<file path="src/rtl/pwr_rst_pkg.sv">
package pwr_rst_pkg;

  typedef enum logic [1:0] {
    ST_PWR_DOWN  = 2'd0,
    ST_RST_HOLD  = 2'd1,
    ST_RUN       = 2'd2,
    ST_THERM_OFF = 2'd3
  } seq_state_e;

  // strobes from control to datapath
  typedef struct packed {
    logic holdLoad;   // latch hold target, clear hold counter
    logic holdRun;    // advance hold counter
    logic capture;    // freeze straps into cfg register
  } seq_strobe_t;

endpackage

</file>
<file path="src/rtl/prs_datapath.sv">
module prs_datapath
  import pwr_rst_pkg::*;
#(
  parameter int CFG_W      = 8,
  parameter int CLK_PER_MS = 100000,
  parameter int MS_W       = 4,
  parameter int DEF_MS     = 2,
  parameter int MAX_MS     = 10,
  parameter int PG_MIN_LOW = 10
) (
  input  logic             clk,
  input  logic             sysRstN,
  input  logic             pwrGood,
  input  logic [MS_W-1:0]  holdMs,
  input  logic [CFG_W-1:0] strapIn,
  input  seq_strobe_t      stb,
  output logic             pgDrop,
  output logic             holdDone,
  output logic [CFG_W-1:0] cfgOut
);

  localparam int CNT_W = $clog2(CLK_PER_MS * MAX_MS + 1);
  localparam int LOW_W = $clog2(PG_MIN_LOW + 1);
  localparam logic [CNT_W-1:0] PER_MS  = CNT_W'(CLK_PER_MS);
  localparam logic [LOW_W-1:0] LOW_MAX = LOW_W'(PG_MIN_LOW);

  logic [MS_W-1:0]  msEff;
  logic [CNT_W-1:0] msExt;
  logic [CNT_W-1:0] targetNext;
  logic [CNT_W-1:0] holdTarget;
  logic [CNT_W-1:0] holdCnt;
  logic [LOW_W-1:0] lowCnt;
  logic [CFG_W-1:0] cfgReg;

  // hold count selection: zero picks default, large values saturate
  always_comb begin
    if (holdMs == '0)
      msEff = MS_W'(DEF_MS);
    else if (holdMs > MS_W'(MAX_MS))
      msEff = MS_W'(MAX_MS);
    else
      msEff = holdMs;
    msExt      = CNT_W'(msEff);
    targetNext = PER_MS * msExt;
  end

  always_ff @(posedge clk or negedge sysRstN) begin
    if (!sysRstN) begin
      holdTarget <= '0;
      holdCnt    <= '0;
    end else if (stb.holdLoad) begin
      holdTarget <= targetNext;
      holdCnt    <= '0;
    end else if (stb.holdRun) begin
      holdCnt <= holdCnt + CNT_W'(1);
    end
  end

  assign holdDone = (holdCnt == holdTarget - CNT_W'(1));

  // power-good low-run filter: a loss is confirmed after PG_MIN_LOW low samples
  always_ff @(posedge clk or negedge sysRstN) begin
    if (!sysRstN)
      lowCnt <= '0;
    else if (pwrGood)
      lowCnt <= '0;
    else if (lowCnt != LOW_MAX)
      lowCnt <= lowCnt + LOW_W'(1);
  end

  assign pgDrop = (lowCnt == LOW_MAX);

  always_ff @(posedge clk or negedge sysRstN) begin
    if (!sysRstN)
      cfgReg <= '0;
    else if (stb.capture)
      cfgReg <= strapIn;
  end

  assign cfgOut = cfgReg;

endmodule

</file>
<file path="src/rtl/prs_control.sv">
module prs_control
  import pwr_rst_pkg::*;
(
  input  logic        clk,
  input  logic        sysRstN,
  input  logic        pwrGood,
  input  logic        thermTrip,
  input  logic        pgDrop,
  input  logic        holdDone,
  output seq_state_e  state,
  output seq_strobe_t stb
);

  seq_state_e stateNext;

  always_comb begin
    stateNext = state;
    unique case (state)
      ST_PWR_DOWN:  if (pwrGood) stateNext = ST_RST_HOLD;
      ST_RST_HOLD: begin
        if (pgDrop)        stateNext = ST_PWR_DOWN;
        else if (holdDone) stateNext = ST_RUN;
      end
      ST_RUN: begin
        if (pgDrop)         stateNext = ST_PWR_DOWN;
        else if (thermTrip) stateNext = ST_THERM_OFF;
      end
      ST_THERM_OFF: if (pgDrop) stateNext = ST_PWR_DOWN;
      default:      stateNext = ST_PWR_DOWN;
    endcase
  end

  always_comb begin
    stb          = '0;
    stb.holdLoad = (state == ST_PWR_DOWN) && pwrGood;
    stb.holdRun  = (state == ST_RST_HOLD);
    stb.capture  = (state == ST_RST_HOLD) && holdDone && !pgDrop;
  end

  always_ff @(posedge clk or negedge sysRstN) begin
    if (!sysRstN) state <= ST_PWR_DOWN;
    else          state <= stateNext;
  end

endmodule

</file>
<file path="src/rtl/pwr_rst_sequencer.sv">
module pwr_rst_sequencer
  import pwr_rst_pkg::*;
#(
  parameter int CFG_W      = 8,
  parameter int CLK_PER_MS = 100000,
  parameter int MS_W       = 4,
  parameter int DEF_MS     = 2,
  parameter int MAX_MS     = 10,
  parameter int PG_MIN_LOW = 10
) (
  input  logic             clk,
  input  logic             sysRstN,
  input  logic             pwrGood,
  input  logic [MS_W-1:0]  holdMs,
  input  logic [CFG_W-1:0] strapIn,
  input  logic             thermTrip,
  output logic             cpuResetN,
  output logic [CFG_W-1:0] cfgOut,
  output logic             supplyOff,
  output logic [1:0]       seqState
);

  seq_state_e  state;
  seq_strobe_t stb;
  logic        pgDrop;
  logic        holdDone;

  prs_control u_ctrl (
    .clk      (clk),
    .sysRstN  (sysRstN),
    .pwrGood  (pwrGood),
    .thermTrip(thermTrip),
    .pgDrop   (pgDrop),
    .holdDone (holdDone),
    .state    (state),
    .stb      (stb)
  );

  prs_datapath #(
    .CFG_W     (CFG_W),
    .CLK_PER_MS(CLK_PER_MS),
    .MS_W      (MS_W),
    .DEF_MS    (DEF_MS),
    .MAX_MS    (MAX_MS),
    .PG_MIN_LOW(PG_MIN_LOW)
  ) u_dp (
    .clk     (clk),
    .sysRstN (sysRstN),
    .pwrGood (pwrGood),
    .holdMs  (holdMs),
    .strapIn (strapIn),
    .stb     (stb),
    .pgDrop  (pgDrop),
    .holdDone(holdDone),
    .cfgOut  (cfgOut)
  );

  assign cpuResetN = (state == ST_RUN);
  assign supplyOff = (state == ST_THERM_OFF);
  assign seqState  = state;

endmodule

</file>
<file path="config.mk">
export PLATFORM = sky130hd
export DESIGN_NAME = pwr_rst_sequencer
export DESIGN_NICKNAME = d
export VERILOG_FILES = /design/src/rtl/pwr_rst_pkg.sv /design/src/rtl/prs_datapath.sv /design/src/rtl/prs_control.sv /design/src/rtl/pwr_rst_sequencer.sv
export SDC_FILE = /design/constraint.sdc
export NUM_CORES = 1
export LEC_CHECK = 0
export BUFFER_PORTS_ARGS = -buffer_cell sky130_fd_sc_hd__buf_2
export CAP_MARGIN = 20
export CORE_ASPECT_RATIO = 1.5
export CORE_MARGIN = 2
export CORE_UTILIZATION = 53
export CTS_CLUSTER_SIZE = 16
export DETAILED_ROUTE_END_ITERATION = 12
export PLACE_DENSITY_LB_ADDON = 0.2
export SETUP_SLACK_MARGIN = 0.5
export SYNTH_ARGS = -nofsm -noshare
export SYNTH_HDL_FRONTEND = slang
export SYNTH_SLANG_ARGS = --single-unit
</file>
<file path="constraint.sdc">
create_clock -name clk -period 2.9 [get_ports clk]
set_clock_uncertainty 0.05 [all_clocks]
set_input_delay 0.435 -clock clk [delete_from_list [all_inputs] [get_ports clk]]
set_output_delay 0.435 -clock clk [all_outputs]
set_load 0.01 [all_outputs]
</file>
==> key figures, run 1 <==
Synth
  • Yosys reg bits: 49
  • Cells after Synth: 335
  • Distinct cell type count after synthesis: 39
  • Compound-Gate Fraction of Synth Area: 0.123
  • Main combinational cell family by area after synthesis: simple AND/OR/NAND/NOR gates
  • Mux cell area share after synthesis: 0.0502
  • Async set or reset register ratio after synthesis: 1.00
  • Synth Area in Simple Gates: 0.229
  • Synth Area per Inst: 9.08 um2
  • Post-synth EDFFs: 0
  • Synth Flop Type: dfrtp_1
  • Post-Synth XOR/XNOR Area: 0.0893
  • Net Count, Synth: 370
  • Post-Synth Adder-Cell Area: 0.0782
  • Synth warnings: 0
  • Register area share after synthesis: 0.403
  • Synth Cell Area: 0.00304 mm2

Timing
  • RSZ-0062 raised after global routing: yes
  • Worst hold slack: 0.00311 ns
  • Slew @ Worst Pin: 0.934 ns
  • Final setup vio count: 0
  • Max-slew violation count: 0
  • Final Cycle Share: 0.897
  • Setup tns final: 0 ns
  • Upper clock frequency limit: 0.385 GHz
  • Final hold viol count: 0
  • Tmin final: 2.60 ns
  • Max_slew headroom: 0.376
  • Worst setup margin: 0.300 ns

Global route
  • Met2 Use GR: 0.432
  • GRT Max-Usage Layer: met2
  • Pin count of the biggest net entering global routing: 31
  • M3 GR Usage: 0.0349
  • Met1 usage: 0.254
  • Antenna violations before repair: 0
  • Vias in the first global route: 2561
  • Total Routing Usage GR: 0.233
  • Global-route wire length before repair: 11600 um
  • Grt total ovfl: 0

Placement
  • Dpl ws: 0.00864 ns
  • Placer Congestion: 0.845
  • PortBufs: 27
  • Detailed Place HPWL: 5130 um
  • Placed cell areas: 0.00339 mm2

Setup path
  • Largest fanout on the critical path: 8
  • CP Launch Type: flip-flop
  • CP endpoint kind: flip-flop
  • Data arrival, critical path: 2.74 ns
  • Worst Reg-to-Reg Cells: 10
  • Crit Path Category: flip-flop to flip-flop
  • R2R setup slack: 0.30 ns
  • Critical R2R Launch: u_dp.holdTarget[5]
  • R2R Path End: u_dp.cfgOut[1]
  • WP data required: 3.04 ns

Route
  • DR iter-0 viols: 147
  • Vias post-DR: 2606
  • Post-route DRC: 0
  • Vias per cell: 5.71
  • DR WL/cell: 15.4 um
  • Total Routed Length: 7030 um
  • Drt first pass iters: 4
  • Final ANT Viol Nets: 0

Power
  • Reg power frac: 0.390
  • Pleak: 1.66 nW
  • Pwr Density: 692 mW/mm2
  • Clk pwr share: 0.153
  • Switch Pwr: 0.00103 W
  • Worst IR drop on VDD: 0.489 mV
  • Gate power share: 0.457
  • Power Total: 0.00262 W
  • Sw Share: 0.395
  • Pint: 0.00159 W

Die
  • Core footprint: 0.00549 mm2
  • Rows: 33
  • IO Count: 28
  • Die X: 65.8 um
  • Die Ht: 96.8 um
  • Die area: 0.00637 mm2
  • Initial Util: 0.554

Status
  • Status: finished, final reports clean

Layout
  • N_diodes: 0
  • Post-route cell area: 0.00379 mm2
  • # fillers: 418
  • Area grow syn2layout: 24.6%
  • Final nets: 421
  • Share of cells above drive strength 1: 0.285

Clocking
  • Hold_buf cts: 0
  • Max clock buf depth: 2
  • H-tree depth: 2
  • Root buf cell: clkbuf_8
  • Clock sinks: 49
  • Reg clk slew, reported paths: 0.09 ns
  • Clk Latency, worst-skew pair: 0.31 ns
  • CTS tree: built
  • Cts bufs inserted: 5

Min path
  • Worst Hold Class: input pin to async pin

Job
  • Max-cap violation count: 0
power by group through the flow:
stage | clock network [W] | logic [W] | registers, W
after floorplan | 0 | 0.000722 | 0.000998
after global placement | 0 | 0.000985 | 0.00102
after detailed placement | 0 | 0.00101 | 0.00103
after CTS | 0.000408 | 0.00117 | 0.00101
after global routing | 0.000438 | 0.00133 | 0.00105
final | 0.000401 | 0.00120 | 0.00102
registers in the layout, summed over array words and instances, names as in the netlist:
name	count
u_dp.lowCnt	4
u_ctrl.state	2
u_dp.holdCnt	20
u_dp.cfgOut	8
u_dp.holdTarget	15
synthesized netlist by cell type (2+ instances only):
| cell | count | area [um2] |
|---|---|---|
| a211oi_1 | 2 | 15.0 |
| mux2i_1 | 4 | 40.0 |
| nand4_1 | 8 | 50.1 |
| mux2_2 | 10 | 113 |
| nand2_1 | 44 | 165 |
| a31oi_1 | 4 | 25.0 |
| o21ai_0 | 32 | 160 |
| and3_1 | 3 | 18.8 |
| nor2_1 | 26 | 97.6 |
| clkbuf_1 | 12 | 45.0 |
| nand3b_1 | 4 | 30.0 |
| o211ai_1 | 5 | 37.5 |
| nor4_4 | 2 | 42.5 |
| and2_1 | 6 | 37.5 |
| inv_1 | 8 | 30.0 |
| nor2b_1 | 3 | 18.8 |
| o31ai_1 | 3 | 22.5 |
| xor2_1 | 12 | 105 |
| xnor2_1 | 19 | 166 |
| a21oi_1 | 11 | 55.1 |
| nor3_1 | 9 | 45.0 |
| ha_1 | 19 | 238 |
| or2_2 | 3 | 18.8 |
| o21bai_1 | 3 | 22.5 |
| nand3_1 | 20 | 100 |
| dfrtp_1 | 49 | 1230 |
| nand4b_1 | 2 | 17.5 |
worst max-delay path by stage:
| stage | to | from | cells past startpoint |
|---|---|---|---|
| floorplan | u_dp.cfgOut[0] | u_dp.holdTarget[5] | 9 |
| global placement | u_dp.holdTarget[13] | holdMs[3] | 15 |
| detailed placement | u_dp.holdTarget[14] | holdMs[3] | 15 |
| CTS | u_dp.cfgOut[1] | u_dp.holdTarget[6] | 10 |
| global route | u_dp.cfgOut[1] | u_dp.holdTarget[5] | 10 |
| finish | u_dp.cfgOut[1] | u_dp.holdTarget[5] | 10 |
metal layers:
metal | part of all wire | up-vias | wire length [um]
li1 | - | 1276 | -
met1 | 0.39 | 1270 | 2710
met2 | 0.56 | 44 | 3920
met3 | 0.025 | 16 | 174
met4 | 0.032 | 0 | 223
met5 | 0 | - | 0
metrics by stage:
stage	utilization	instances
after global placement	0.617	433
after floorplan	-	335
final	0.690	456
after global routing	0.690	456
after detailed placement	0.617	433
after CTS	0.678	454
cell usage in the layout, fill, tap and decap left out, drive strengths merged, types with 2 or more instances in the layout:
cell | synthesis | layout
buf | 1 | 57
o31ai | 3 | 3
or2 | 3 | 3
and2 | 6 | 6
o211ai | 6 | 6
nor3 | 9 | 9
a31oi | 4 | 4
a211oi | 2 | 2
nor2b | 3 | 3
o21bai | 3 | 3
nand4 | 8 | 8
a21oi | 11 | 11
nand3 | 20 | 20
nand3b | 4 | 4
mux2 | 10 | 10
inv | 8 | 8
o21ai | 32 | 32
mux2i | 4 | 4
nand2 | 44 | 44
clkbuf | 12 | 7
or4b | 2 | 2
and3 | 3 | 3
xor2 | 12 | 12
xnor2 | 19 | 19
dfrtp | 49 | 49
nor2 | 26 | 26
ha | 19 | 19
nor4 | 3 | 3
nand4b | 2 | 2
repair_timing:
action,4_1_cts,5_1_grt
setup buffers,14,2
resized for setup,29,11
endpoints found under the setup margin,13,13
hold endpoints to repair,0,0
pin swaps,21,11
cell type report:
class / instances / area (um2) / share of cell area
timing repair buffer: 57 / 388 / 0.102
clock buffer: 7 / 86.3 / 0.0228
multi-input combinational: 265 / 1970 / 0.520
tap: 70 / 87.6 / 0.0231
inverter: 8 / 30.0 / 0.00793
sequential: 49 / 1230 / 0.324
worst max-delay path, stage by stage, from the launching register on:
cell and delay, ns:
dfrtp_1 0.42, buf_6 0.13, nor4_4 0.25, buf_4 0.18, xnor2_1 0.06, or4b_1 0.47, o211ai_1 0.12, o211ai_2 0.15
nor4_4 0.16, buf_6 0.19, mux2_4 0.31
logic make-up after synthesis:
logic type / after synthesis
compound gates: 64
fa+ha+maj: 19
mux: 14
simple gates: 137
flops: 49
buf+inv: 21
xor+xnor: 31
Note: power is estimated with default switching activity, not from simulation.
==> inputs of run 2 (changes only) <==
--- a/config.mk
+++ b/config.mk
@@ -12,6 +12,7 @@
 export CORE_UTILIZATION = 53
 export CTS_CLUSTER_SIZE = 16
 export DETAILED_ROUTE_END_ITERATION = 12
+export HOLD_SLACK_MARGIN = 0.05
 export PLACE_DENSITY_LB_ADDON = 0.2
 export SETUP_SLACK_MARGIN = 0.5
 export SYNTH_ARGS = -nofsm -noshare
==> run 2 against run 1 <==
Against the previous run:
- largest power group unchanged
- global-route usage did not move
- fmax is essentially flat
- clock-buffer cell count unchanged
- first-iteration DRC count grew 8.8%
- clock power barely moved
- die area unchanged
- critical endpoint unchanged
- combinational power barely moved
==> key figures, run 2 (synthesis results as in run 1) <==
Status
  • Status: finished, final reports clean

Layout
  • Commonest non-fill, non-tap cells in the layout: dfrtp_1, nand2_1, o21ai_0, buf_4
  • Fin cells: 457
  • FF/Latch Area: 0.00123 mm2
  • Largest Register: u_dp.holdCnt
  • Multi-input gate area: 0.00197 mm2
  • Share of cells above drive strength 1: 0.284
  • Area grow syn2layout: 24.9%
  • # fillers: 418
  • Max reg flops: 20
  • Most common cell after layout, fill and taps aside: dfrtp_1
  • Final nets: 422
  • N_diodes: 0

Setup path
  • Worst Reg-to-Reg Cells: 10
  • WP data required: 3.04 ns
  • Critical R2R Launch: u_dp.holdTarget[5]
  • CP endpoint kind: flip-flop
  • Largest fanout on the critical path: 8
  • R2R setup slack: 0.30 ns
  • Data arrival, critical path: 2.74 ns
  • R2R Path End: u_dp.cfgOut[1]
  • Crit Path Category: flip-flop to flip-flop
  • CP Launch Type: flip-flop

Route
  • Total Routed Length: 7050 um
  • Drt first pass iters: 4
  • DR iter-0 viols: 160
  • Vias post-DR: 2599
  • Final ANT Viol Nets: 0
  • Vias per cell: 5.69
  • DR WL/cell: 15.4 um
  • Post-route DRC: 0

Power
  • Gate power share: 0.458
  • Pint: 0.00159 W
  • Pleak: 1.67 nW
  • Clk pwr share: 0.152
  • Switch Pwr: 0.00103 W
  • Worst IR drop on VDD: 0.488 mV
  • Pwr Density: 689 mW/mm2
  • Sw Share: 0.394
  • Reg power frac: 0.390

Min path
  • Hold Path Origin: pwrGood
  • Hold EP: u_dp.lowCnt[0]
  • Hold depth: 2
  • Worst Hold Class: input pin to flip-flop

Timing
  • Tmin final: 2.60 ns
  • RSZ-0062 raised after global routing: yes
  • Final hold viol count: 0
  • Final Cycle Share: 0.897
  • Upper clock frequency limit: 0.385 GHz
  • Max-slew violation count: 0
  • Worst setup margin: 0.299 ns
  • Setup tns final: 0 ns
  • Final setup vio count: 0
  • Slew @ Worst Pin: 0.928 ns
  • Max_slew headroom: 0.380

Die
  • Die X: 65.8 um
  • Rows: 33
  • Die area: 0.00637 mm2
  • Die Ht: 96.8 um
  • IO Count: 28
  • Core footprint: 0.00549 mm2
  • Initial Util: 0.554

Placement
  • Dpl ws: 0.00864 ns
  • PortBufs: 27
  • Detailed Place HPWL: 5130 um
  • Placer Congestion: 0.845
  • Inst Count DP: 433

Job
  • Max-cap violation count: 0

Clocking
  • CTS tree: built
  • Reg clk slew, reported paths: 0.09 ns
  • Clk Latency, worst-skew pair: 0.30 ns
  • Clock sinks: 49
  • H-tree depth: 2
  • Max clock buf depth: 2
  • Root buf cell: clkbuf_8
  • Cts bufs inserted: 5

Global route
  • Vias in the first global route: 2561
  • Pin count of the biggest net entering global routing: 31
  • Antenna violations before repair: 0
  • Total Routing Usage GR: 0.233
  • Grt total ovfl: 0
  • Global-route wire length before repair: 11600 um
-- run 2: cell count changes in the layout (fill, tap and decap cells not counted) --
cell,change
dlygate4sd3_1,+1
-- run 2: layout make-up --
class                      count  area share
multi-input combinational    265       0.518
sequential                    49       0.323
inverter                       8     0.00791
clock buffer                   7      0.0227
tap                           70      0.0231
timing repair buffer          58       0.105
-- run 2: layer usage --
layer	vias to the layer above	part of all wire	global-route usage	wire length [um]
met4	0	0.029	0.0897	201
met3	14	0.023	0.0337	159
met5	-	0	0	0
li1	1278	-	-	-
met2	41	0.56	0.432	3960
met1	1266	0.39	0.255	2730
-- run 2: power by group through the flow --
| stage | logic [W] | clock network, W | registers (W) |
|---|---|---|---|
| global placement | 0.000985 | 0 | 0.00102 |
| detailed placement | 0.00101 | 0 | 0.00103 |
| floorplan | 0.000722 | 0 | 0.000998 |
| global route | 0.00133 | 0.000438 | 0.00105 |
| finish | 0.00120 | 0.000399 | 0.00102 |
| CTS | 0.00117 | 0.000408 | 0.00101 |
-- run 2: what timing repair did --
item | CTS | global route
cloned | 0 | 0
hold buffers | 1 | 0
pin swaps | 21 | 11
resized for setup | 29 | 11
setup endpoints to repair | 13 | 13
buffers inserted | 14 | 2
hold endpoints to repair | 19 | 0
-- run 2: worst max-delay path by stage --
stage / start / to / slack (ns) / depth (start not counted)
2_1_floorplan: u_dp.holdTarget[5] / u_dp.cfgOut[0] / 0.19 / 9
3_3_place_gp: holdMs[3] / u_dp.holdTarget[13] / 0.13 / 15
3_5_place_dp: holdMs[3] / u_dp.holdTarget[14] / 0.009 / 15
4_1_cts: u_dp.holdTarget[6] / u_dp.cfgOut[1] / 0.29 / 10
5_1_grt: u_dp.holdTarget[5] / u_dp.cfgOut[1] / 0.15 / 10
6_report: u_dp.holdTarget[5] / u_dp.cfgOut[1] / 0.30 / 10
-- run 2: worst max-delay path, stage by stage, from the launching register on --
cell	delay [ns]
dfrtp_1	0.42
buf_6	0.13
nor4_4	0.25
buf_4	0.18
xnor2_1	0.06
or4b_1	0.47
o211ai_1	0.12
o211ai_2	0.15
nor4_4	0.16
buf_6	0.19
mux2_4	0.31
-- run 2: through the flow --
step	total power (W)	cell area (um2)	hold slack [ns]	util
final	0.00262	3800	0.293	0.692
after global routing	0.00282	3800	0.310	0.692
after CTS	0.00260	3730	0.295	0.680
after detailed placement	0.00204	3390	0.352	0.617
after global placement	0.00200	3390	0.356	0.617
after floorplan	0.00172	3110	0.0894	-
==> inputs of run 3 (changes only) <==
--- a/config.mk
+++ b/config.mk
@@ -14,7 +14,9 @@
 export DETAILED_ROUTE_END_ITERATION = 12
 export HOLD_SLACK_MARGIN = 0.05
 export PLACE_DENSITY_LB_ADDON = 0.2
+export REMOVE_ABC_BUFFERS = 1
 export SETUP_SLACK_MARGIN = 0.5
+export SLEW_MARGIN = 40
 export SYNTH_ARGS = -nofsm -noshare
 export SYNTH_HDL_FRONTEND = slang
 export SYNTH_SLANG_ARGS = --single-unit
==> run 3 against run 2 <==
Against the previous run:
- flip-flop and latch count is the same
- sequential share of layout area shrank 0.25 points
- global-route usage grew 0.10 points
- setup slack lost 0.18 ns
- combinational power shrank 4%
- critical path depth shrank 1
- worst hold slack gained 0.017 ns
- wire length shrank 2.6%
- register-to-register slack lost 0.18 ns
- cell count grew 1.5%
- largest cell class unchanged
==> key figures, run 3 (synthesis results as in run 1) <==
Layout
  • Share of cells above drive strength 1: 0.282
  • Most common cell after layout, fill and taps aside: dfrtp_1
  • Area grow syn2layout: 25.8%
  • Commonest non-fill, non-tap cells in the layout: dfrtp_1, nand2_1, buf_4, o21ai_0, buf_2
  • Max reg flops: 20
  • Largest Register: u_dp.holdCnt
  • # fillers: 433
  • Final nets: 428
  • N_diodes: 0

Die
  • Core footprint: 0.00549 mm2
  • Rows: 33
  • Die X: 65.8 um
  • Initial Util: 0.554
  • IO Count: 28
  • Die area: 0.00637 mm2
  • Die Ht: 96.8 um

Setup path
  • Crit Path Category: flip-flop to flip-flop
  • CP top delay family: simple AND/OR/NAND/NOR gates
  • Crit-path slowest cell: or4_4
  • Buffer and inverter count on the worst path: 2
  • Crit path cell chain: buf_6 > nor4_4 > nand4b_1 > buf_4 > mux2_4 > o211ai_1 > o211ai_2 > or4_4 > o21a_1
  • CP endpoint kind: flip-flop
  • CP max stage delay: 0.51 ns
  • WP data required: 3.05 ns
  • CP Launch Type: flip-flop
  • Largest fanout on the critical path: 7
  • Data arrival, critical path: 2.94 ns

Timing
  • RSZ-0062 raised after global routing: yes
  • Setup tns final: 0 ns
  • Tmin final: 2.78 ns
  • Slew @ Worst Pin: 0.512 ns
  • Final Cycle Share: 0.960
  • Worst hold slack: 0.310 ns
  • Upper clock frequency limit: 0.359 GHz
  • Max-slew violation count: 0
  • Final hold viol count: 0
  • Max_slew headroom: 0.657
  • Final setup vio count: 0

Power
  • Pwr Density: 694 mW/mm2
  • Worst IR drop on VDD: 0.416 mV
  • Pleak: 1.70 nW

Clocking
  • Reg clk slew, reported paths: 0.09 ns
  • CTS tree: built
  • Root buf cell: clkbuf_8
  • H-tree depth: 2
  • Max clock buf depth: 2
  • Clk Latency, worst-skew pair: 0.31 ns
  • Cts bufs inserted: 5
  • Clock sinks: 49

Min path
  • Worst Hold Class: input pin to flip-flop

Route
  • Vias post-DR: 2623
  • DR WL/cell: 14.8 um
  • Post-route DRC: 0
  • Vias per cell: 5.65
  • Drt first pass iters: 5
  • Final ANT Viol Nets: 0
  • Total Routed Length: 6860 um
  • DR iter-0 viols: 125

Status
  • Status: finished, final reports clean

Global route
  • Vias in the first global route: 2560
  • Total Routing Usage GR: 0.234
  • Global-route wire length before repair: 11600 um
  • Antenna violations before repair: 0
  • Grt total ovfl: 0
  • Pin count of the biggest net entering global routing: 30

Placement
  • PortBufs: 27
  • Placer Congestion: 0.918
  • Detailed Place HPWL: 4920 um

Job
  • Max-cap violation count: 0
run 3: path summary, 6_finish.rpt:
check / from / endpoint / slack (ns) / depth (start not counted)
worst max-delay path: u_dp.holdTarget[6] / u_ctrl.state[0] / 0.12 / 9
worst min-delay path: strapIn[3] / u_dp.cfgOut[3] / 0.31 / 2
worst max register to register: u_dp.holdTarget[6] / u_ctrl.state[0] / 0.12 / 9
worst min register to register: u_dp.holdCnt[19] / u_dp.holdCnt[19] / 0.46 / 1
max in group asynchronous: sysRstN / u_dp.cfgOut[5] / 1.51 / 3
min in group asynchronous: sysRstN / u_dp.holdCnt[2] / 0.55 / 2
run 3: area by class of cell:
type	count	area, um2	share of cell area
tap	70	87.6	0.0229
clock inverter	2	37.5	0.00981
sequential	49	1230	0.321
multi-input combinational	265	1910	0.499
timing repair buffer	64	454	0.119
inverter	8	30.0	0.00785
clock buffer	6	82.6	0.0216
run 3: report_power, final:
| part | switching [W] | internal (W) |
|---|---|---|
| Clock | 0.000234 | 0.000281 |
| Combinational | 0.000609 | 0.000545 |
| Sequential | 0.000162 | 0.000824 |
run 3: per-layer routing:
metal  up-vias  GRT usage  wire length (um)
met2        51      0.411              3690
li1       1291          -                 -
met5         -          0                 0
met1      1263      0.266              2720
met4         0      0.127               282
met3        18     0.0267               171
run 3: metrics by stage:
stage / power (W) / cell area, um2 / utilization / cells / setup slack, ns
finish: 0.00265 / 3820 / 0.697 / 464 / 0.117
global route: 0.00285 / 3820 / 0.697 / 464 / 0.0206
CTS: 0.00262 / 3740 / 0.681 / 460 / 0.0443
detailed placement: 0.00204 / 3430 / 0.625 / 448 / -0.196
global placement: 0.00201 / 3430 / 0.625 / 448 / -0.0891
floorplan: 0.00166 / 2990 / - / 322 / -0.120
run 3: timing repair:
item                       4_1_cts  5_1_grt
cloned                           0        0
gates resized for setup         34       16
pin swaps                       19       20
hold endpoints to repair        20        0
hold buffers                     1        0
setup endpoints to repair       14       14
buffers inserted                 3        4
